`src/rtl/ecc10_pkg.sv`:
```
package ecc10_pkg;
  localparam int BYTE_W = 8;
  localparam logic [BYTE_W-1:0] BLANK_BYTE = 8'hFF;
  typedef enum logic {ST_IDLE, ST_RUN} run_st_e;
endpackage

```
`src/rtl/ecc10_packer.sv`:
```
module ecc10_packer
  import ecc10_pkg::*;
#(
  parameter int SYM_W   = 10,
  parameter int NUM_SYM = 8,
  parameter int WORD_W  = 32,
  parameter int HI_LSB  = 16
) (
  input  logic                          clk,
  input  logic                          rst_n,
  input  logic                          par_valid,
  output logic                          par_ready,
  input  logic [NUM_SYM/2*WORD_W-1:0]   par_words,
  output logic                          ob_valid,
  input  logic                          ob_ready,
  output logic [BYTE_W-1:0]             ob_data,
  output logic                          ob_last
);
  localparam int NUM_WORDS = NUM_SYM / 2;
  localparam int CODE_W    = NUM_SYM * SYM_W;
  localparam int NUM_BYTES = CODE_W / BYTE_W;
  localparam int CNT_W     = $clog2(NUM_BYTES);

  logic [CODE_W-1:0] code_in;
  logic [CODE_W-1:0] code_q, code_d;
  logic [CNT_W-1:0]  cnt_q, cnt_d;
  run_st_e           st_q, st_d;
  logic [BYTE_W-1:0] byte_arr [NUM_BYTES];

  // Select the two symbol fields of each word; the rest is dropped.
  for (genvar w = 0; w < NUM_WORDS; w++) begin : g_word
    for (genvar h = 0; h < 2; h++) begin : g_half
      assign code_in[(2*w+h)*SYM_W +: SYM_W] = par_words[w*WORD_W + h*HI_LSB +: SYM_W];
    end
  end

  // Symbols laid end to end form the stored byte image.
  for (genvar b = 0; b < NUM_BYTES; b++) begin : g_byte
    assign byte_arr[b] = code_q[b*BYTE_W +: BYTE_W];
  end

  logic take, send, at_end;
  assign par_ready = (st_q == ST_IDLE);
  assign take      = par_valid && par_ready;
  assign ob_valid  = (st_q == ST_RUN);
  assign at_end    = (cnt_q == CNT_W'(NUM_BYTES - 1));
  assign send      = ob_valid && ob_ready;
  assign ob_data   = byte_arr[cnt_q];
  assign ob_last   = ob_valid && at_end;

  always_comb begin
    st_d   = st_q;
    cnt_d  = cnt_q;
    code_d = code_q;
    if (take) begin
      st_d   = ST_RUN;
      cnt_d  = '0;
      code_d = code_in;
    end else if (send) begin
      if (at_end) begin
        st_d  = ST_IDLE;
        cnt_d = '0;
      end else begin
        cnt_d = cnt_q + 1'b1;
      end
    end
  end

  always_ff @(posedge clk or negedge rst_n) begin
    if (!rst_n) begin
      st_q  <= ST_IDLE;
      cnt_q <= '0;
    end else begin
      st_q  <= st_d;
      cnt_q <= cnt_d;
    end
  end

  always_ff @(posedge clk) begin
    if (take) code_q <= code_d;
  end

  p_hold_r5: assert property (@(posedge clk) disable iff (!rst_n)
    ob_valid && !ob_ready |=> ob_valid && $stable(ob_data) && $stable(ob_last));
  p_holdoff_r6: assert property (@(posedge clk) disable iff (!rst_n)
    par_valid && par_ready |=> ob_valid && !par_ready);
  p_end_r4: assert property (@(posedge clk) disable iff (!rst_n)
    ob_valid && ob_ready && ob_last |=> !ob_valid && par_ready);
endmodule

```
`src/rtl/ecc10_erase_det.sv`:
```
module ecc10_erase_det
  import ecc10_pkg::*;
#(
  parameter int NUM_BYTES = 10
) (
  input  logic [NUM_BYTES*BYTE_W-1:0] code,
  output logic                        blank
);
  logic [NUM_BYTES-1:0] byte_blank;
  for (genvar b = 0; b < NUM_BYTES; b++) begin : g_cmp
    assign byte_blank[b] = (code[b*BYTE_W +: BYTE_W] == BLANK_BYTE);
  end
  assign blank = &byte_blank;
endmodule

```
`src/rtl/ecc10_loader.sv`:
```
module ecc10_loader
  import ecc10_pkg::*;
#(
  parameter int SYM_W   = 10,
  parameter int NUM_SYM = 8
) (
  input  logic                               clk,
  input  logic                               rst_n,
  input  logic                               rd_valid,
  output logic                               rd_ready,
  input  logic [NUM_SYM*SYM_W-1:0]           rd_bytes,
  output logic                               rd_erased,
  output logic                               ld_strobe,
  output logic [SYM_W-1:0]                   ld_value,
  output logic [$clog2(NUM_SYM)-1:0]         ld_index,
  output logic                               ld_last,
  input  logic                               ld_stall
);
  localparam int CODE_W    = NUM_SYM * SYM_W;
  localparam int NUM_BYTES = CODE_W / BYTE_W;
  localparam int IDX_W     = $clog2(NUM_SYM);

  logic              blank;
  logic [CODE_W-1:0] code_q;
  logic [IDX_W-1:0]  idx_q, idx_d;
  run_st_e           st_q, st_d;
  logic              ers_q, ers_d;
  logic [SYM_W-1:0]  sym [NUM_SYM];

  ecc10_erase_det #(.NUM_BYTES(NUM_BYTES)) i_det (
    .code  (rd_bytes),
    .blank (blank)
  );

  // Little-endian byte image: symbol i occupies bits [SYM_W*i +: SYM_W].
  for (genvar s = 0; s < NUM_SYM; s++) begin : g_sym
    assign sym[s] = code_q[s*SYM_W +: SYM_W];
  end

  logic take;
  assign rd_ready  = (st_q == ST_IDLE);
  assign take      = rd_valid && rd_ready;
  assign ld_strobe = (st_q == ST_RUN) && !ld_stall;
  assign ld_index  = idx_q;
  assign ld_value  = sym[idx_q];
  assign ld_last   = (st_q == ST_RUN) && (idx_q == '0);
  assign rd_erased = ers_q;

  always_comb begin
    st_d  = st_q;
    idx_d = idx_q;
    ers_d = take && blank;
    if (take && !blank) begin
      st_d  = ST_RUN;
      idx_d = IDX_W'(NUM_SYM - 1);
    end else if (ld_strobe) begin
      if (idx_q == '0) st_d = ST_IDLE;
      else             idx_d = idx_q - 1'b1;
    end
  end

  always_ff @(posedge clk or negedge rst_n) begin
    if (!rst_n) begin
      st_q  <= ST_IDLE;
      idx_q <= '0;
      ers_q <= 1'b0;
    end else begin
      st_q  <= st_d;
      idx_q <= idx_d;
      ers_q <= ers_d;
    end
  end

  always_ff @(posedge clk) begin
    if (take && !blank) code_q <= rd_bytes;
  end

  p_erase_r7: assert property (@(posedge clk) disable iff (!rst_n)
    rd_valid && rd_ready && blank |=> rd_erased && !ld_strobe);
  p_start_r9: assert property (@(posedge clk) disable iff (!rst_n)
    rd_valid && rd_ready && !blank |=> ld_index == IDX_W'(NUM_SYM - 1) && !rd_ready);
  p_step_r9: assert property (@(posedge clk) disable iff (!rst_n)
    ld_strobe && !ld_last |=> ld_index == $past(ld_index) - 1'b1);
  p_stall_r10: assert property (@(posedge clk) disable iff (!rst_n)
    !rd_ready && ld_stall |=> !rd_ready && $stable(ld_index) && $stable(ld_value));
  p_done_r11: assert property (@(posedge clk) disable iff (!rst_n)
    ld_strobe && ld_last |=> rd_ready && !ld_strobe);
endmodule

```
`src/rtl/ecc10_codec.sv`:
```
module ecc10_codec
  import ecc10_pkg::*;
#(
  parameter int SYM_W   = 10,
  parameter int NUM_SYM = 8,
  parameter int WORD_W  = 32,
  parameter int HI_LSB  = 16
) (
  input  logic                         clk,
  input  logic                         rst_n,
  input  logic                         par_valid,
  output logic                         par_ready,
  input  logic [NUM_SYM/2*WORD_W-1:0]  par_words,
  output logic                         ob_valid,
  input  logic                         ob_ready,
  output logic [7:0]                   ob_data,
  output logic                         ob_last,
  input  logic                         rd_valid,
  output logic                         rd_ready,
  input  logic [NUM_SYM*SYM_W-1:0]     rd_bytes,
  output logic                         rd_erased,
  output logic                         ld_strobe,
  output logic [SYM_W-1:0]             ld_value,
  output logic [$clog2(NUM_SYM)-1:0]   ld_index,
  output logic                         ld_last,
  input  logic                         ld_stall
);
  // Reset asserts at once, deasserts two clocks after rst_n rises.
  logic [1:0] rst_sync_q;
  logic       rst_n_s;
  always_ff @(posedge clk or negedge rst_n) begin
    if (!rst_n) rst_sync_q <= 2'b00;
    else        rst_sync_q <= {rst_sync_q[0], 1'b1};
  end
  assign rst_n_s = rst_sync_q[1];

  ecc10_packer #(.SYM_W(SYM_W), .NUM_SYM(NUM_SYM), .WORD_W(WORD_W), .HI_LSB(HI_LSB)) i_pack (
    .clk       (clk),
    .rst_n     (rst_n_s),
    .par_valid (par_valid),
    .par_ready (par_ready),
    .par_words (par_words),
    .ob_valid  (ob_valid),
    .ob_ready  (ob_ready),
    .ob_data   (ob_data),
    .ob_last   (ob_last)
  );

  ecc10_loader #(.SYM_W(SYM_W), .NUM_SYM(NUM_SYM)) i_load (
    .clk       (clk),
    .rst_n     (rst_n_s),
    .rd_valid  (rd_valid),
    .rd_ready  (rd_ready),
    .rd_bytes  (rd_bytes),
    .rd_erased (rd_erased),
    .ld_strobe (ld_strobe),
    .ld_value  (ld_value),
    .ld_index  (ld_index),
    .ld_last   (ld_last),
    .ld_stall  (ld_stall)
  );
endmodule

```
`config.mk`:
```
export PLATFORM = sky130hd
export DESIGN_NAME = ecc10_codec
export DESIGN_NICKNAME = d
export VERILOG_FILES = /design/src/rtl/ecc10_pkg.sv /design/src/rtl/ecc10_packer.sv /design/src/rtl/ecc10_erase_det.sv /design/src/rtl/ecc10_loader.sv /design/src/rtl/ecc10_codec.sv
export SDC_FILE = /design/constraint.sdc
export NUM_CORES = 1
export LEC_CHECK = 0
export ABC_CLOCK_PERIOD_IN_PS = 4400
export BUFFER_PORTS_ARGS = -buffer_cell sky130_fd_sc_hd__buf_2
export CAP_MARGIN = 15
export CORE_ASPECT_RATIO = 0.9
export CORE_MARGIN = 2
export CORE_UTILIZATION = 50
export CTS_CLUSTER_DIAMETER = 40
export CTS_CLUSTER_SIZE = 12
export DETAILED_ROUTE_END_ITERATION = 8
export PLACE_DENSITY = 0.86
export SETUP_SLACK_MARGIN = 0.15
export SYNTH_ARGS = -nofsm -noshare
export SYNTH_HDL_FRONTEND = slang
export SYNTH_SLANG_ARGS = --single-unit
```
`constraint.sdc`:
```
create_clock -name clk -period 4.4 [get_ports clk]
set_input_delay 0.66 -clock clk [delete_from_list [all_inputs] [get_ports clk]]
set_output_delay 0.66 -clock clk [all_outputs]
set_load 0.02 [all_outputs]
```
==> load_flow_metrics.sql, run 1 <==
INSERT INTO impl_metrics (metric_group, metric, value, unit) VALUES
('outcome', 'status', 'completed', ''),
('cts', 'clock_buffers_created_by_tritoncts', '17', ''),
('placement', 'globalplace.congestion', '0.959', ''),
('synthesis', 'synthesis.area_per_instance', '19.6', 'sq um'),
('pwr', 'switching_power_as_a_share_of_total_power', '31.4', '%'),
('floorplan', 'num_rows', '40', ''),
('final_layout', 'layoutNonFillerInstCount', '737', ''),
('cts', 'cts_hold_repair.buffers', '1', ''),
('cts', 'clock_latency', '0.43', 'ns'),
('cts', 'cts.sink_count', '172', ''),
('pwr', 'power.density', '602', 'nW/um^2'),
('cts', 'post_cts.repair.setup_buffers', '0', ''),
('timing', 'finalClockSkew', '0.0105', 'ns'),
('critical_path', 'cp-end-kind', 'output pin', ''),
('cts', 'path_clk_slew', '0.07', 'ns'),
('final_layout', 'commonest_cells_after_routing_fill_and_taps_aside', 'sky130_fd_sc_hd__buf_2, sky130_fd_sc_hd__edfxtp_1, sky130_fd_sc_hd__nand4_1, sky130_fd_sc_hd__mux4_1, sky130_fd_sc_hd__clkbuf_16', ''),
('placement', 'dpl_worst_slack', '1.34', 'ns'),
('synthesis', 'seq_area_frac_synth', '74.1', '%'),
('timing', 'final_max_slew_viol_count', '0', ''),
('floorplan', 'initial_core_util', '51.3', '%'),
('drt', 'detail_route.vias_per_cell', '5.68', ''),
('synthesis', 'synth.net_count', '569', ''),
('synthesis', 'postSynth.topFlopCell', 'sky130_fd_sc_hd__edfxtp_1', ''),
('final_layout', 'leading_cell_type_in_the_layout_fill_and_taps_excluded', 'sky130_fd_sc_hd__buf_2', ''),
('final_layout', 'area_growth_syn_to_layout', '25.4', '%'),
('grt', 'number_of_antenna_violations_at_the_first_check_in_global_routing', '0', ''),
('grt', 'grt_max_degree', '51', ''),
('timing', 'max_freq', '300', 'MHz'),
('timing', 'finalCritPeriodShare', '75.8', '%'),
('floorplan', 'design.die.area', '14700', 'sq um'),
('pwr', 'vdd_ir_drop_max', '0.413', 'mV'),
('synthesis', 'synthCells', '351', ''),
('final_layout', 'post-route-cell-area', '8640', 'sq um'),
('cts', 'cts_tree', 'yes', ''),
('drt', 'drtPass1Iterations', '5', ''),
('pwr', 'power.sequential.fraction', '43.5', '%'),
('synthesis', 'synth-edff-count', '160', ''),
('pwr', 'power.static_leakage', '3.31', 'nW'),
('final_layout', 'fin_nets', '775', ''),
('critical_path', 'critPathRequiredTime', '3.74', 'ns'),
('cts', 'ctsLongestPathBuffers', '2', ''),
('cts', 'clock_tree_root_driver_cell', 'sky130_fd_sc_hd__clkbuf_16', ''),
('synthesis', 'ys_seq_elements', '172', ''),
('synthesis', 'yosys_warnings', '0', ''),
('floorplan', 'core_region_area', '13400', 'sq um'),
('cts', 'ctsResizeCount', '0', ''),
('pwr', 'power_switching', '1.63', 'mW'),
('critical_path', 'crit_type', 'register to output pin', ''),
('floorplan', 'die_height', '115', 'um'),
('critical_path', 'arrival', '2.68', 'ns'),
('timing', 'setup_repair_after_global_routing_missed_its_margin', 'no', ''),
('timing', 'setup_violations', '0', ''),
('synthesis', 'synth_cell_type_count', '32', ''),
('drt', 'detail_route.iter0.violations', '457', ''),
('pwr', 'pwr-share-comb', '27.8', '%'),
('placement', 'place.detailed.instances', '704', ''),
('pwr', 'power', '5.20', 'mW'),
('final_layout', 'layout.core_utilization', '64.4', '%'),
('drt', 'route.vias.total', '4183', ''),
('final_layout', 'n_antenna_cell', '0', ''),
('timing', 'holdWs', '0.192', 'ns'),
('floorplan', 'top_level_ports', '242', ''),
('pwr', 'clock_power_share', '28.7', '%'),
('drt', 'drc', '0', ''),
('timing', 'layout_min_cycle_time', '3.34', 'ns'),
('timing', 'hold_violations', '0', ''),
('synthesis', 'postSynth.asyncResetShare', '6.98', '%'),
('grt', 'via_count_of_the_first_global_routing_pass', '4289', ''),
('cts', 'number_of_h_tree_levels', '4', ''),
('flow_run', 'max_cap_viol_count', '0', ''),
('final_layout', 'post_route_cells_drive_above_1_share', '45.3', '%');
-- power by group through the flow --
stage	Sequential (mW)	Clock (mW)	Combinational, mW
2_1_floorplan	2.17	0	1.07
3_3_place_gp	2.31	0	1.34
3_5_place_dp	2.33	0	1.37
4_1_cts	2.30	1.52	1.38
5_1_grt	2.29	1.57	1.55
6_report	2.26	1.49	1.45
-- kinds of logic after synthesis --
kind of cell,share of synthesized area (%)
compound gates,2.09
flops,74.1
xor+xnor,0.254
simple gates,5.29
buf+inv,1.78
mux,15.7
fa+ha+maj,0.727
other cells,0.0545
-- routing by layer --
metal,up-vias,track usage (%),part of all wire (%)
met5,-,0,0
met4,0,8.94,2.5
met3,32,5.91,6.7
met2,208,34.8,51
met1,2075,29.9,40
li1,1868,-,-
-- cell type report --
type | instances | area [sq um]
Sequential cell | 172 | 5100
Clock buffer | 18 | 429
Timing Repair Buffer | 201 | 1050
Tap cell | 168 | 210
Multi-Input combinational cell | 157 | 1660
Clock inverter | 13 | 156
Inverter | 8 | 30.0
Fill cell | 934 | 4780
-- flip-flops by register name (all words and copies together) (netlist names) --
| register | flops |
|---|---|
| i_pack.code_q | 80 |
| i_load.rd_erased | 1 |
| i_load.ld_index | 3 |
| i_pack.cnt_q | 4 |
| i_pack.ob_valid | 1 |
| i_load.st_q | 1 |
| rst_sync_q | 2 |
| i_load.code_q | 80 |
-- worst paths after layout --
| path | from | end | slack [ns] | depth (start not counted) |
|---|---|---|---|---|
| hold / removal | rst_sync_q[1] | i_pack.cnt_q[1] | 0.19 | 0 |
| min in group clk | rst_sync_q[0] | rst_sync_q[1] | 0.35 | 0 |
| max in group asynchronous | rst_n | rst_sync_q[0] | 3.76 | 2 |
| hold reg to reg | rst_sync_q[1] | i_pack.cnt_q[1] | 0.19 | 0 |
| setup reg to reg | i_pack.ob_valid | i_pack.code_q[58] | 1.99 | 4 |
| setup / recovery | i_load.ld_index[0] | ld_value[9] | 1.06 | 4 |
-- synth_stat cells, types with 5 or more instances --
library cell / n / share of area (%)
sky130_fd_sc_hd__mux4_1: 20 / 7.6
sky130_fd_sc_hd__nor4_1: 5 / 0.45
sky130_fd_sc_hd__nor2_1: 11 / 0.60
sky130_fd_sc_hd__o21ai_0: 11 / 0.80
sky130_fd_sc_hd__buf_6: 5 / 0.82
sky130_fd_sc_hd__nand2_1: 14 / 0.76
sky130_fd_sc_hd__nand3_1: 11 / 0.80
sky130_fd_sc_hd__a21oi_1: 10 / 0.73
sky130_fd_sc_hd__nand4_1: 20 / 1.8
sky130_fd_sc_hd__mux2i_1: 8 / 1.2
sky130_fd_sc_hd__clkbuf_1: 5 / 0.27
sky130_fd_sc_hd__inv_1: 8 / 0.44
sky130_fd_sc_hd__dfrtp_1: 12 / 4.4
sky130_fd_sc_hd__edfxtp_1: 160 / 70
sky130_fd_sc_hd__mux2_2: 10 / 1.6
sky130_fd_sc_hd__mux4_2: 16 / 5.2
-- critical path, cell delays in order (launching register included) --
cell	delay, ns
sky130_fd_sc_hd__dfrtp_1	0.94
sky130_fd_sc_hd__buf_4	0.31
sky130_fd_sc_hd__mux4_1	0.56
sky130_fd_sc_hd__mux2_2	0.28
sky130_fd_sc_hd__buf_2	0.16
Power figures use the tool's default switching activity.
==> inputs of run 2 (changes only) <==
Settings changed: ABC_CLOCK_PERIOD_IN_PS 4400 to 3200.
Clock period 4.4 ns to 3.2 ns, I/O delays scaled along.
==> load_flow_metrics.sql, run 2 (synthesized netlist as in run 1, its figures left out) <==
INSERT INTO impl_metrics (metric_group, metric, value, unit) VALUES
('timing', 'finalClockSkew', '0.0121', 'ns'),
('pwr', 'power.static_leakage', '3.29', 'nW'),
('critical_path', 'rr_startpoint', 'i_pack.cnt_q[0]', ''),
('placement', 'dp.final_hpwl', '11500', 'um'),
('final_layout', 'fillerInstances', '937', ''),
('critical_path', 'arrival', '2.28', 'ns'),
('timing', 'setup_violations', '0', ''),
('grt', 'grt_overflow_total', '0', ''),
('critical_path', 'critPathLaunch', 'i_pack.cnt_q[0]', ''),
('final_layout', 'area_growth_syn_to_layout', '24.8', '%'),
('placement', 'globalplace.congestion', '0.966', ''),
('final_layout', 'fin_nets', '776', ''),
('drt', 'detail_route.iter0.violations', '367', ''),
('drt', 'postRouteWirelength', '15600', 'um'),
('floorplan', 'die-width', '128', 'um'),
('drt', 'ant_nets', '0', ''),
('cts', 'clock_tree_root_driver_cell', 'sky130_fd_sc_hd__clkbuf_16', ''),
('pwr', 'pwr-share-comb', '30.2', '%'),
('pwr', 'clock_power_share', '26.9', '%'),
('outcome', 'status', 'completed', ''),
('pwr', 'power.sequential.fraction', '42.9', '%'),
('critical_path', 'crit_type', 'register to output pin', ''),
('timing', 'setup_repair_after_global_routing_missed_its_margin', 'no', ''),
('grt', 'number_of_antenna_violations_at_the_first_check_in_global_routing', '0', ''),
('cts', 'cts.sink_count', '172', ''),
('timing', 'hold_violations', '0', ''),
('floorplan', 'initial_core_util', '51.3', '%'),
('drt', 'routedWlPerCell', '21.2', 'um'),
('cts', 'ctsLongestPathBuffers', '2', ''),
('floorplan', 'top_level_ports', '242', ''),
('critical_path', 'critPathRequiredTime', '2.72', 'ns'),
('pwr', 'cell_internal_pwr', '4.73', 'mW'),
('final_layout', 'layoutNonFillerInstCount', '738', ''),
('pwr', 'switching_power_as_a_share_of_total_power', '31.9', '%'),
('grt', 'via_count_of_the_first_global_routing_pass', '4234', ''),
('floorplan', 'die_height', '115', 'um'),
('critical_path', 'cp-end-kind', 'output pin', ''),
('timing', 'slew-limit-headroom', '34.7', '%'),
('pwr', 'power.density', '809', 'nW/um^2'),
('grt', 'first_pass_grt_wire_length', '22900', 'um'),
('worst_hold_path', 'hp-class', 'register to asynchronous set/reset pin', ''),
('critical_path', 'worstPathMaxFanout', '17', ''),
('drt', 'drc', '0', ''),
('placement', 'place.detailed.instances', '706', ''),
('timing', 'final_max_slew_viol_count', '0', ''),
('grt', 'track_usage', '21.7', '%'),
('timing', 'max_freq', '362', 'MHz'),
('floorplan', 'num_rows', '40', ''),
('floorplan', 'core_region_area', '13400', 'sq um'),
('grt', 'grt_max_degree', '81', ''),
('floorplan', 'design.die.area', '14700', 'sq um'),
('timing', 'layout_min_cycle_time', '2.76', 'ns'),
('drt', 'drtPass1Iterations', '5', ''),
('timing', 'finalCritPeriodShare', '86.3', '%'),
('final_layout', 'layout_top_registers', 'i_load.code_q (80), i_pack.code_q (80), i_pack.cnt_q (4)', ''),
('placement', 'port_buf_inserts', '193', ''),
('drt', 'detail_route.vias_per_cell', '5.62', ''),
('critical_path', 'cp-start-kind', 'register', ''),
('drt', 'route.vias.total', '4144', ''),
('final_layout', 'commonest_cells_after_routing_fill_and_taps_aside', 'sky130_fd_sc_hd__buf_2, sky130_fd_sc_hd__edfxtp_1, sky130_fd_sc_hd__nand4_1, sky130_fd_sc_hd__mux4_1, sky130_fd_sc_hd__clkbuf_16', ''),
('final_layout', 'post_route_cells_drive_above_1_share', '45.3', '%'),
('cts', 'post_cts.repair.setup_buffers', '0', ''),
('cts', 'cts_tree', 'yes', ''),
('flow_run', 'max_cap_viol_count', '0', ''),
('cts', 'clock_buffers_created_by_tritoncts', '17', ''),
('final_layout', 'leading_cell_type_in_the_layout_fill_and_taps_excluded', 'sky130_fd_sc_hd__buf_2', ''),
('timing', 'setup_total_negative_slack', '0', 'ns'),
('final_layout', 'n_antenna_cell', '0', ''),
('cts', 'path_clk_slew', '0.06', 'ns'),
('cts', 'clock_latency', '0.42', 'ns'),
('pwr', 'vdd_ir_drop_max', '0.426', 'mV'),
('pwr', 'power_switching', '2.22', 'mW'),
('timing', 'measured_slew_at_the_worst_slew_check_pin', '0.979', 'ns'),
('cts', 'number_of_h_tree_levels', '4', '');
-- run 2: cell types whose count changed in the layout (fill, tap and decap cells not counted), sizes merged --
cell / change
inv: -1
buf: +1
bufinv: -2
clkinv: +3
-- run 2: area by class of cell --
cell class	instances	area, sq um	share of cell area, %
clock buffer	18	429	4.99
clock inverter	13	109	1.27
inverter	8	30.0	0.349
multi-input combinational	157	1660	19.3
sequential	172	5100	59.4
tap	168	210	2.45
timing repair buffer	202	1050	12.2
-- run 2: per-layer routing --
| layer | part of all wire, % | vias to the layer above | track usage, % | wire [um] |
|---|---|---|---|---|
| met4 | 1.6 | 0 | 7.91 | 252 |
| met5 | 0 | - | 0 | 0 |
| met2 | 52 | 186 | 35.7 | 8110 |
| li1 | - | 1881 | - | - |
| met3 | 6.3 | 22 | 5.77 | 978 |
| met1 | 40 | 2055 | 28.3 | 6270 |
-- run 2: stage by stage --
step / hold slack (ns) / utilization, % / cell area (sq um) / setup WS (ns) / total power, mW
final: 0.179 / 64.1 / 8590 / 0.438 / 6.95
after global routing: 0.204 / 64.1 / 8590 / 0.256 / 7.25
after CTS: 0.211 / 64.0 / 8590 / 0.325 / 6.99
after detailed placement: 0.201 / 60.0 / 8040 / 0.577 / 5.13
after global placement: 0.192 / 60.0 / 8040 / 0.625 / 5.03
after floorplan: 0.121 / - / 6890 / 0.318 / 4.45
-- run 2: power groups by stage --
| stage | clock, mW | sequential (mW) | combinational [mW] |
|---|---|---|---|
| 4_1_cts | 1.90 | 2.98 | 2.11 |
| 3_3_place_gp | 0 | 3.00 | 2.03 |
| 5_1_grt | 1.99 | 3.01 | 2.25 |
| 3_5_place_dp | 0 | 3.03 | 2.10 |
| 2_1_floorplan | 0 | 2.98 | 1.47 |
| 6_report | 1.87 | 2.98 | 2.10 |
-- run 2: final timing paths --
| kind | end | slack (ns) | depth (start not counted) |
|---|---|---|---|
| max reg2reg | i_pack.cnt_q[3] | 1.14 | 8 |
| min | i_load.rd_erased | 0.18 | 0 |
| min reg2reg | i_load.rd_erased | 0.18 | 0 |
| max in group asynchronous | i_pack.cnt_q[2] | 2.71 | 0 |
| max | ob_data[3] | 0.44 | 5 |
| min in group clk | i_pack.code_q[63] | 0.23 | 1 |
-- run 2: timing repair --
item                                    CTS  global route
hold endpoints to repair                  2             0
gates resized for setup                   0             1
hold buffers                              1             0
endpoints found under the setup margin    0             1
-- run 2: worst max-delay path, stage by stage (launching register included) --
cell and delay (ns):
sky130_fd_sc_hd__dfrtp_1 0.51, sky130_fd_sc_hd__buf_6 0.31, sky130_fd_sc_hd__mux4_2 0.54, sky130_fd_sc_hd__a21oi_1 0.22
sky130_fd_sc_hd__o21ai_0 0.10, sky130_fd_sc_hd__buf_2 0.19
